`src/rtl/fwd_pkg.sv`:
```
package fwd_pkg;

  // Operand source selects; the bit positions are decoded by the execute muxes.
  typedef enum logic [1:0] {
    FWD_RF  = 2'b00,
    FWD_MWB = 2'b01,
    FWD_EXM = 2'b10
  } fwd_sel_e;

  localparam int unsigned NUM_OPS = 2;

endpackage

```
`src/rtl/fwd_hit.sv`:
```
module fwd_hit #(
  parameter int unsigned REG_W = 5
) (
  input  logic [REG_W-1:0] src,
  input  logic [REG_W-1:0] dst,
  input  logic             wen,
  output logic             hit
);

  localparam logic [REG_W-1:0] ZERO_REG = '0;

  // A producer qualifies only when it writes, targets a real register
  // and that register is the one the consumer reads.
  always_comb begin
    hit = wen && (dst != ZERO_REG) && (dst == src);
  end

endmodule

```
`src/rtl/fwd_pick.sv`:
```
module fwd_pick
  import fwd_pkg::*;
(
  input  logic     hit_exm,
  input  logic     hit_mwb,
  output fwd_sel_e sel
);

  // The younger producer (execute/memory) shadows the older one.
  always_comb begin
    if (hit_exm)      sel = FWD_EXM;
    else if (hit_mwb) sel = FWD_MWB;
    else              sel = FWD_RF;
  end

endmodule

```
`src/rtl/fwd_unit.sv`:
```
module fwd_unit
  import fwd_pkg::*;
#(
  parameter int unsigned REG_W = 5
) (
  input  logic             clk,
  input  logic             rst,
  input  logic [REG_W-1:0] id_rs,
  input  logic [REG_W-1:0] id_rt,
  input  logic [REG_W-1:0] exm_dst,
  input  logic             exm_wen,
  input  logic [REG_W-1:0] mwb_dst,
  input  logic             mwb_wen,
  input  logic             mwb_load,
  input  logic             exm_store,
  input  logic [REG_W-1:0] exm_sdreg,
  output logic [1:0]       sel_a,
  output logic [1:0]       sel_b,
  output logic             sel_sd
);

  logic [REG_W-1:0] op_src [NUM_OPS];
  fwd_sel_e         op_sel [NUM_OPS];
  fwd_sel_e         op_q   [NUM_OPS];

  assign op_src[0] = id_rs;
  assign op_src[1] = id_rt;

  for (genvar g = 0; g < NUM_OPS; g++) begin : g_op
    logic hit_exm;
    logic hit_mwb;

    fwd_hit #(.REG_W(REG_W)) u_exm (
      .src (op_src[g]),
      .dst (exm_dst),
      .wen (exm_wen),
      .hit (hit_exm)
    );

    fwd_hit #(.REG_W(REG_W)) u_mwb (
      .src (op_src[g]),
      .dst (mwb_dst),
      .wen (mwb_wen),
      .hit (hit_mwb)
    );

    fwd_pick u_pick (
      .hit_exm (hit_exm),
      .hit_mwb (hit_mwb),
      .sel     (op_sel[g])
    );

    always_ff @(posedge clk) begin
      if (rst) op_q[g] <= FWD_RF;
      else     op_q[g] <= op_sel[g];
    end
  end

  // Store data path: a load just ahead feeds the store in the memory stage.
  logic sd_qual;
  logic sd_hit;
  logic sd_q;

  assign sd_qual = mwb_wen && mwb_load && exm_store;

  fwd_hit #(.REG_W(REG_W)) u_sd (
    .src (exm_sdreg),
    .dst (mwb_dst),
    .wen (sd_qual),
    .hit (sd_hit)
  );

  always_ff @(posedge clk) begin
    if (rst) sd_q <= 1'b0;
    else     sd_q <= sd_hit;
  end

  assign sel_a  = op_q[0];
  assign sel_b  = op_q[1];
  assign sel_sd = sd_q;

endmodule

```
`config.mk`:
```
export PLATFORM = sky130hd
export DESIGN_NAME = fwd_unit
export DESIGN_NICKNAME = d
export VERILOG_FILES = /design/src/rtl/fwd_pkg.sv /design/src/rtl/fwd_hit.sv /design/src/rtl/fwd_pick.sv /design/src/rtl/fwd_unit.sv
export SDC_FILE = /design/constraint.sdc
export NUM_CORES = 1
export LEC_CHECK = 0
export BUFFER_PORTS_ARGS = -buffer_cell sky130_fd_sc_hd__buf_2
export CAP_MARGIN = 15
export CORE_AREA = 2 2 39 41
export DETAILED_ROUTE_END_ITERATION = 8
export DIE_AREA = 0 0 41 43
export PLACE_DENSITY = 0.81
export SLEW_MARGIN = 20
export SYNTH_ARGS = -nofsm -noshare
export SYNTH_HDL_FRONTEND = slang
export SYNTH_SLANG_ARGS = --single-unit
```
`constraint.sdc`:
```
create_clock -name clk -period 1.1 [get_ports clk]
set_input_delay 0 -clock clk [delete_from_list [all_inputs] [get_ports clk]]
set_output_delay 0 -clock clk [all_outputs]
set_load 0.02 [all_outputs]
```
Yosys cells after proc, flatten, opt, wreduce, memory -nomap -nowiden:

Memories as Yosys holds them, arrays and structs flattened.
Cells that the tools add are included.

* register bits after elaboration: 1
* bits in writable memories: 4
* input bits: 31
* output and inout bits: 5
* memories: 1

Memory list
* op_q: words 2, width 2, rd ports 2, clocked after Yosys merged registers in 0, write ports 2, RTL line fwd_unit.sv:24 `fwd_sel_e op_q [NUM_OPS];`

* equal/unequal tests: 5
* muxes and demuxes: 9
* bitwise gates (word level): 2
* reduce and logical (&&, ||, !) cells: 12

Operators with widths (count)
* $eq 5x5->1: 5
* $logic_and 1x1->1: 10
* $reduce_bool 5->1: 2
* $mux 2: 4
* $mux 1: 5
* $or 1x1->1: 2

Longest topological paths before layout:

* depth in word-level cells: 6
* gate-level depth with buffers: 4

Modules after synthesis:

From an unflattened synthesis, not the netlist that was laid out.

* cell total of the unflattened synthesis: 65
* area, all modules: 561.8 um^2

Modules (own cells, without submodules)
* fwd_hit: times used 5, cells each 10, area each 76.3 um^2, seq. area each 0.0 um^2
* fwd_unit: times used 1, cells each 11, area each 137.6 um^2, seq. area each 100.1 um^2
* fwd_pick: times used 2, cells each 2, area each 21.3 um^2, seq. area each 0.0 um^2

Least setup slack after synthesis:

Ideal clock, no wire load.

* kind: in2reg
* start point: input exm_dst[3]
* end point: memory op_q[0][1] (netlist bit)
* library setup time: 114 ps
* arrival: 816 ps
* data required time: 986 ps
* setup slack: 170 ps
* cell stages on the path: 4
* path buffers: 0
* cells stage by stage: or4_1 -> nor2_2 -> nor4_1 -> nor2b_1

RTL lines
* start: declaration: RTL line fwd_unit.sv:10 `input logic [REG_W-1:0] exm_dst,`
* end: declaration: RTL line fwd_unit.sv:24

==> impl_results.html <==
<table>
<tr><th>Metric</th><th>Value</th></tr>
<tr><th colspan="2">Synth</th></tr>
<tr><td>Leading area contributor after synthesis</td><td>sky130_fd_sc_hd__xnor2_1</td></tr>
<tr><td>Post-synthesis instance area</td><td>449 um2</td></tr>
<tr><td>Flip-flop and latch count after synthesis</td><td>5</td></tr>
<tr><td>Warnings, synthesis</td><td>0</td></tr>
<tr><td>Sequential cell area fraction in the yosys report</td><td>22.3%</td></tr>
<tr><td>Number of distinct library cell variants in the gate-level netlist after synthesis</td><td>12</td></tr>
<tr><td>Fraction of synthesized cell area taken by the top area cell type</td><td>between 20% and 30%</td></tr>
<tr><td>Number of cells produced by synthesis</td><td>50</td></tr>
<tr><td>Syn_area_per_cell</td><td>approximately 9 um2</td></tr>
<tr><td>Cell types occupying the most area after synthesis</td><td>sky130_fd_sc_hd__xnor2_1 29%, sky130_fd_sc_hd__dfxtp_1 22%, sky130_fd_sc_hd__xor2_1 19%</td></tr>
<tr><td>Number of nets in the synthesized netlist</td><td>81</td></tr>
<tr><th colspan="2">Clocking</th></tr>
<tr><td>Hold_buf cts</td><td>2</td></tr>
<tr><td>Clock net sink count</td><td>5</td></tr>
<tr><td>Bufs on Longest Clock Path</td><td>2</td></tr>
<tr><td>Post-CTS clock slew at the launch and capture registers of the worst setup and hold paths</td><td>around 40 ps</td></tr>
<tr><td>Clock tree from TritonCTS</td><td>built</td></tr>
<tr><td>Clock buffer count from CTS</td><td>3</td></tr>
<tr><td>Post-CTS Resized</td><td>0</td></tr>
<tr><td>Depth of the CTS H-tree</td><td>1</td></tr>
<tr><td>Clock root buffer master</td><td>sky130_fd_sc_hd__clkbuf_4</td></tr>
<tr><td>Number of buffers inserted by post-CTS setup repair</td><td>0</td></tr>
<tr><th colspan="2">STA</th></tr>
<tr><td>Total setup violations reported at the end of the flow</td><td>0</td></tr>
<tr><td>Post-layout min period</td><td>909 ps</td></tr>
<tr><td>Post-route fraction of the period consumed by the critical path</td><td>between 80 and 90%</td></tr>
<tr><td>Headroom to the max-slew limit</td><td>73.1%</td></tr>
<tr><td>Worst hold slack across all endpoints</td><td>3.18 ps</td></tr>
<tr><td>Aggregate negative setup slack</td><td>0 ps</td></tr>
<tr><td>Highest achievable clock rate</td><td>1.10 GHz</td></tr>
<tr><td>Max Slew Vio Count</td><td>0</td></tr>
<tr><td>RSZ-0062 raised after global routing</td><td>no</td></tr>
<tr><td>Pin slew with the least headroom to its limit</td><td>~400 ps</td></tr>
<tr><td>Final Hold Fails</td><td>0</td></tr>
<tr><th colspan="2">Setup path</th></tr>
<tr><td>Worst setup EP type</td><td>register</td></tr>
<tr><td>Kind of cell with the highest combined delay on the critical path</td><td>buffers and inverters</td></tr>
<tr><td>Cells along the critical path</td><td>dlygate4sd3_1 &gt; buf_2 &gt; nor2b_1 &gt; o21ai_2 &gt; nor3_1</td></tr>
<tr><td>Worst Setup SP</td><td>rst</td></tr>
<tr><td>Critical path's slowest cell</td><td>sky130_fd_sc_hd__dlygate4sd3_1</td></tr>
<tr><td>Worst Path Class, Setup</td><td>input pin to register</td></tr>
<tr><td>Launching element type of the critical path</td><td>input pin</td></tr>
<tr><td>Delay of the slowest critical-path stage</td><td>530 ps</td></tr>
<tr><td>Total buffers and inverters traversed by the critical path</td><td>2</td></tr>
<tr><td>Critical path fanouts, max</td><td>3</td></tr>
<tr><td>Critical Path AT</td><td>1080 ps</td></tr>
<tr><td>Required @ worst endpoint</td><td>1270 ps</td></tr>
<tr><th colspan="2">Routing</th></tr>
<tr><td>DRC violation total after the first TritonRoute iteration</td><td>0</td></tr>
<tr><td>Wire per inst</td><td>10.7 um</td></tr>
<tr><td>Residual DRC count</td><td>0</td></tr>
<tr><td>Final wirelength</td><td>1200 um</td></tr>
<tr><td>Vias per cell</td><td>4.60</td></tr>
<tr><td>Number of nets with antenna violations after routing</td><td>0</td></tr>
<tr><td>Vias</td><td>515</td></tr>
<tr><td>Number of iterations in the first detailed-routing pass</td><td>1</td></tr>
<tr><th colspan="2">Finish</th></tr>
<tr><td>Fraction of layout instances using a drive strength above 1</td><td>49.0%</td></tr>
<tr><td>Most frequent cells in the layout</td><td>35 x sky130_fd_sc_hd__buf_2, 15 x sky130_fd_sc_hd__xnor2_1, 10 x sky130_fd_sc_hd__xor2_1</td></tr>
<tr><td>Number of fillers in the final layout</td><td>133</td></tr>
<tr><td>Total non-filler cell area in the finished layout</td><td>728 um2</td></tr>
<tr><td>Synthesis-to-layout area growth</td><td>62.1%</td></tr>
<tr><td>Commonest non-fill, non-tap cell in the layout</td><td>sky130_fd_sc_hd__buf_2</td></tr>
<tr><td>Sequential cell area</td><td>about 100 um2</td></tr>
<tr><td>Total number of nets in the final design</td><td>between 100 and 150</td></tr>
<tr><td>Footprint of the multi-input gates</td><td>349 um2</td></tr>
<tr><td>Count of inserted antenna diode cells</td><td>0</td></tr>
<tr><th colspan="2">Floorplan</th></tr>
<tr><td>Core area</td><td>1380 um2</td></tr>
<tr><td>Row cnt</td><td>14</td></tr>
<tr><td>Height of the die</td><td>43 um</td></tr>
<tr><td>Width of the chip</td><td>41 um</td></tr>
<tr><td>Die outline area</td><td>~1800 um2</td></tr>
<tr><td>Count of boundary I/O pins</td><td>36</td></tr>
<tr><td>Starting density of the core</td><td>32.5%</td></tr>
<tr><th colspan="2">Global routing</th></tr>
<tr><td>Via count of the first global-routing pass</td><td>504</td></tr>
<tr><td>GRT Resource Usage Total</td><td>~17%</td></tr>
<tr><td>Pin count of the biggest net entering global routing</td><td>5</td></tr>
<tr><td>Antenna violations before repair</td><td>0</td></tr>
<tr><td>First-pass GRT wire length</td><td>about 2000 um</td></tr>
<tr><td>Total global routing overflow</td><td>0</td></tr>
<tr><th colspan="2">Power</th></tr>
<tr><td>Power Density</td><td>825 nW/um2</td></tr>
<tr><td>Leakage power summed over all cells</td><td>between 0.0003 and 0.0004 uW</td></tr>
<tr><td>Maximum vdd drop</td><td>204 uV</td></tr>
<tr><th colspan="2">Worst hold path</th></tr>
<tr><td>Beginning of the worst hold path</td><td>exm_store</td></tr>
<tr><td>Worst hold path type</td><td>input pin to register</td></tr>
<tr><th colspan="2">Flow run</th></tr>
<tr><td>Max cap viols</td><td>0</td></tr>
<tr><th colspan="2">Placed design</th></tr>
<tr><td>Cell area after placement</td><td>slightly below 700 um2</td></tr>
<tr><td>Count of buffers inserted at the top-level ports</td><td>35</td></tr>
<tr><td>Final RePlAce weighted congestion</td><td>0.673</td></tr>
<tr><th colspan="2">Status</th></tr>
<tr><td>Run status</td><td>complete, no violations</td></tr>
</table>
[stage by stage]
stage	util (%)	worst slack [ps]	instances	total power, uW
2_1_floorplan	-	170	50	278
3_3_place_gp	49.3	44.6	106	383
3_5_place_dp	49.3	33.3	106	390
4_1_cts	52.6	183	112	610
5_1_grt	52.6	118	112	649
6_report	52.6	191	112	601
[per-layer routing]
layer	global-route usage (%)	share of wire [%]	routed length (um)	vias to the layer above
li1	-	-	-	265
met2	28.1	53	640	20
met5	0	0	0	-
met1	17.5	37	445	225
met3	1.57	6.7	80	5
met4	12.0	3.0	36	0
[logic make-up after synthesis]
group,count (synthesis),share of synthesized area (%)
compound gates,1,1.95
simple gates,19,27.0
flops,5,22.3
xor+xnor,25,48.7
[final cells by class]
cell class | count | area share, %
multi-input cells | 45 | 47.9
flip-flops and latches | 5 | 13.7
clock buffers | 4 | 3.61
well taps | 16 | 2.75
repair buffers | 42 | 32.0
[cells in the mapped netlist]
master                    count
sky130_fd_sc_hd__nand4_1      3
sky130_fd_sc_hd__o21ai_2      1
sky130_fd_sc_hd__dfxtp_1      5
sky130_fd_sc_hd__nor3_1       3
sky130_fd_sc_hd__nand3_1      3
sky130_fd_sc_hd__xnor2_1     15
sky130_fd_sc_hd__nor3_2       2
sky130_fd_sc_hd__or4_1        2
sky130_fd_sc_hd__nor2b_1      3
sky130_fd_sc_hd__nor2_2       1
sky130_fd_sc_hd__nor4_1       2
sky130_fd_sc_hd__xor2_1      10
[registers in the layout (all words and copies together) (netlist names)]
signal,count
op_q,4
sel_sd,1
[power breakdown]
part           switching [uW]  internal (uW)
Sequential              0.292            184
Combinational            92.8            115
Clock                    72.6            137
[worst paths after layout]
check	end	slack, ps	cells past startpoint
min	sel_sd$_SDFF_PP0_	3	3
max	sel_sd$_SDFF_PP0_	190	5
No activity file was read; power rests on OpenSTA's default activity.
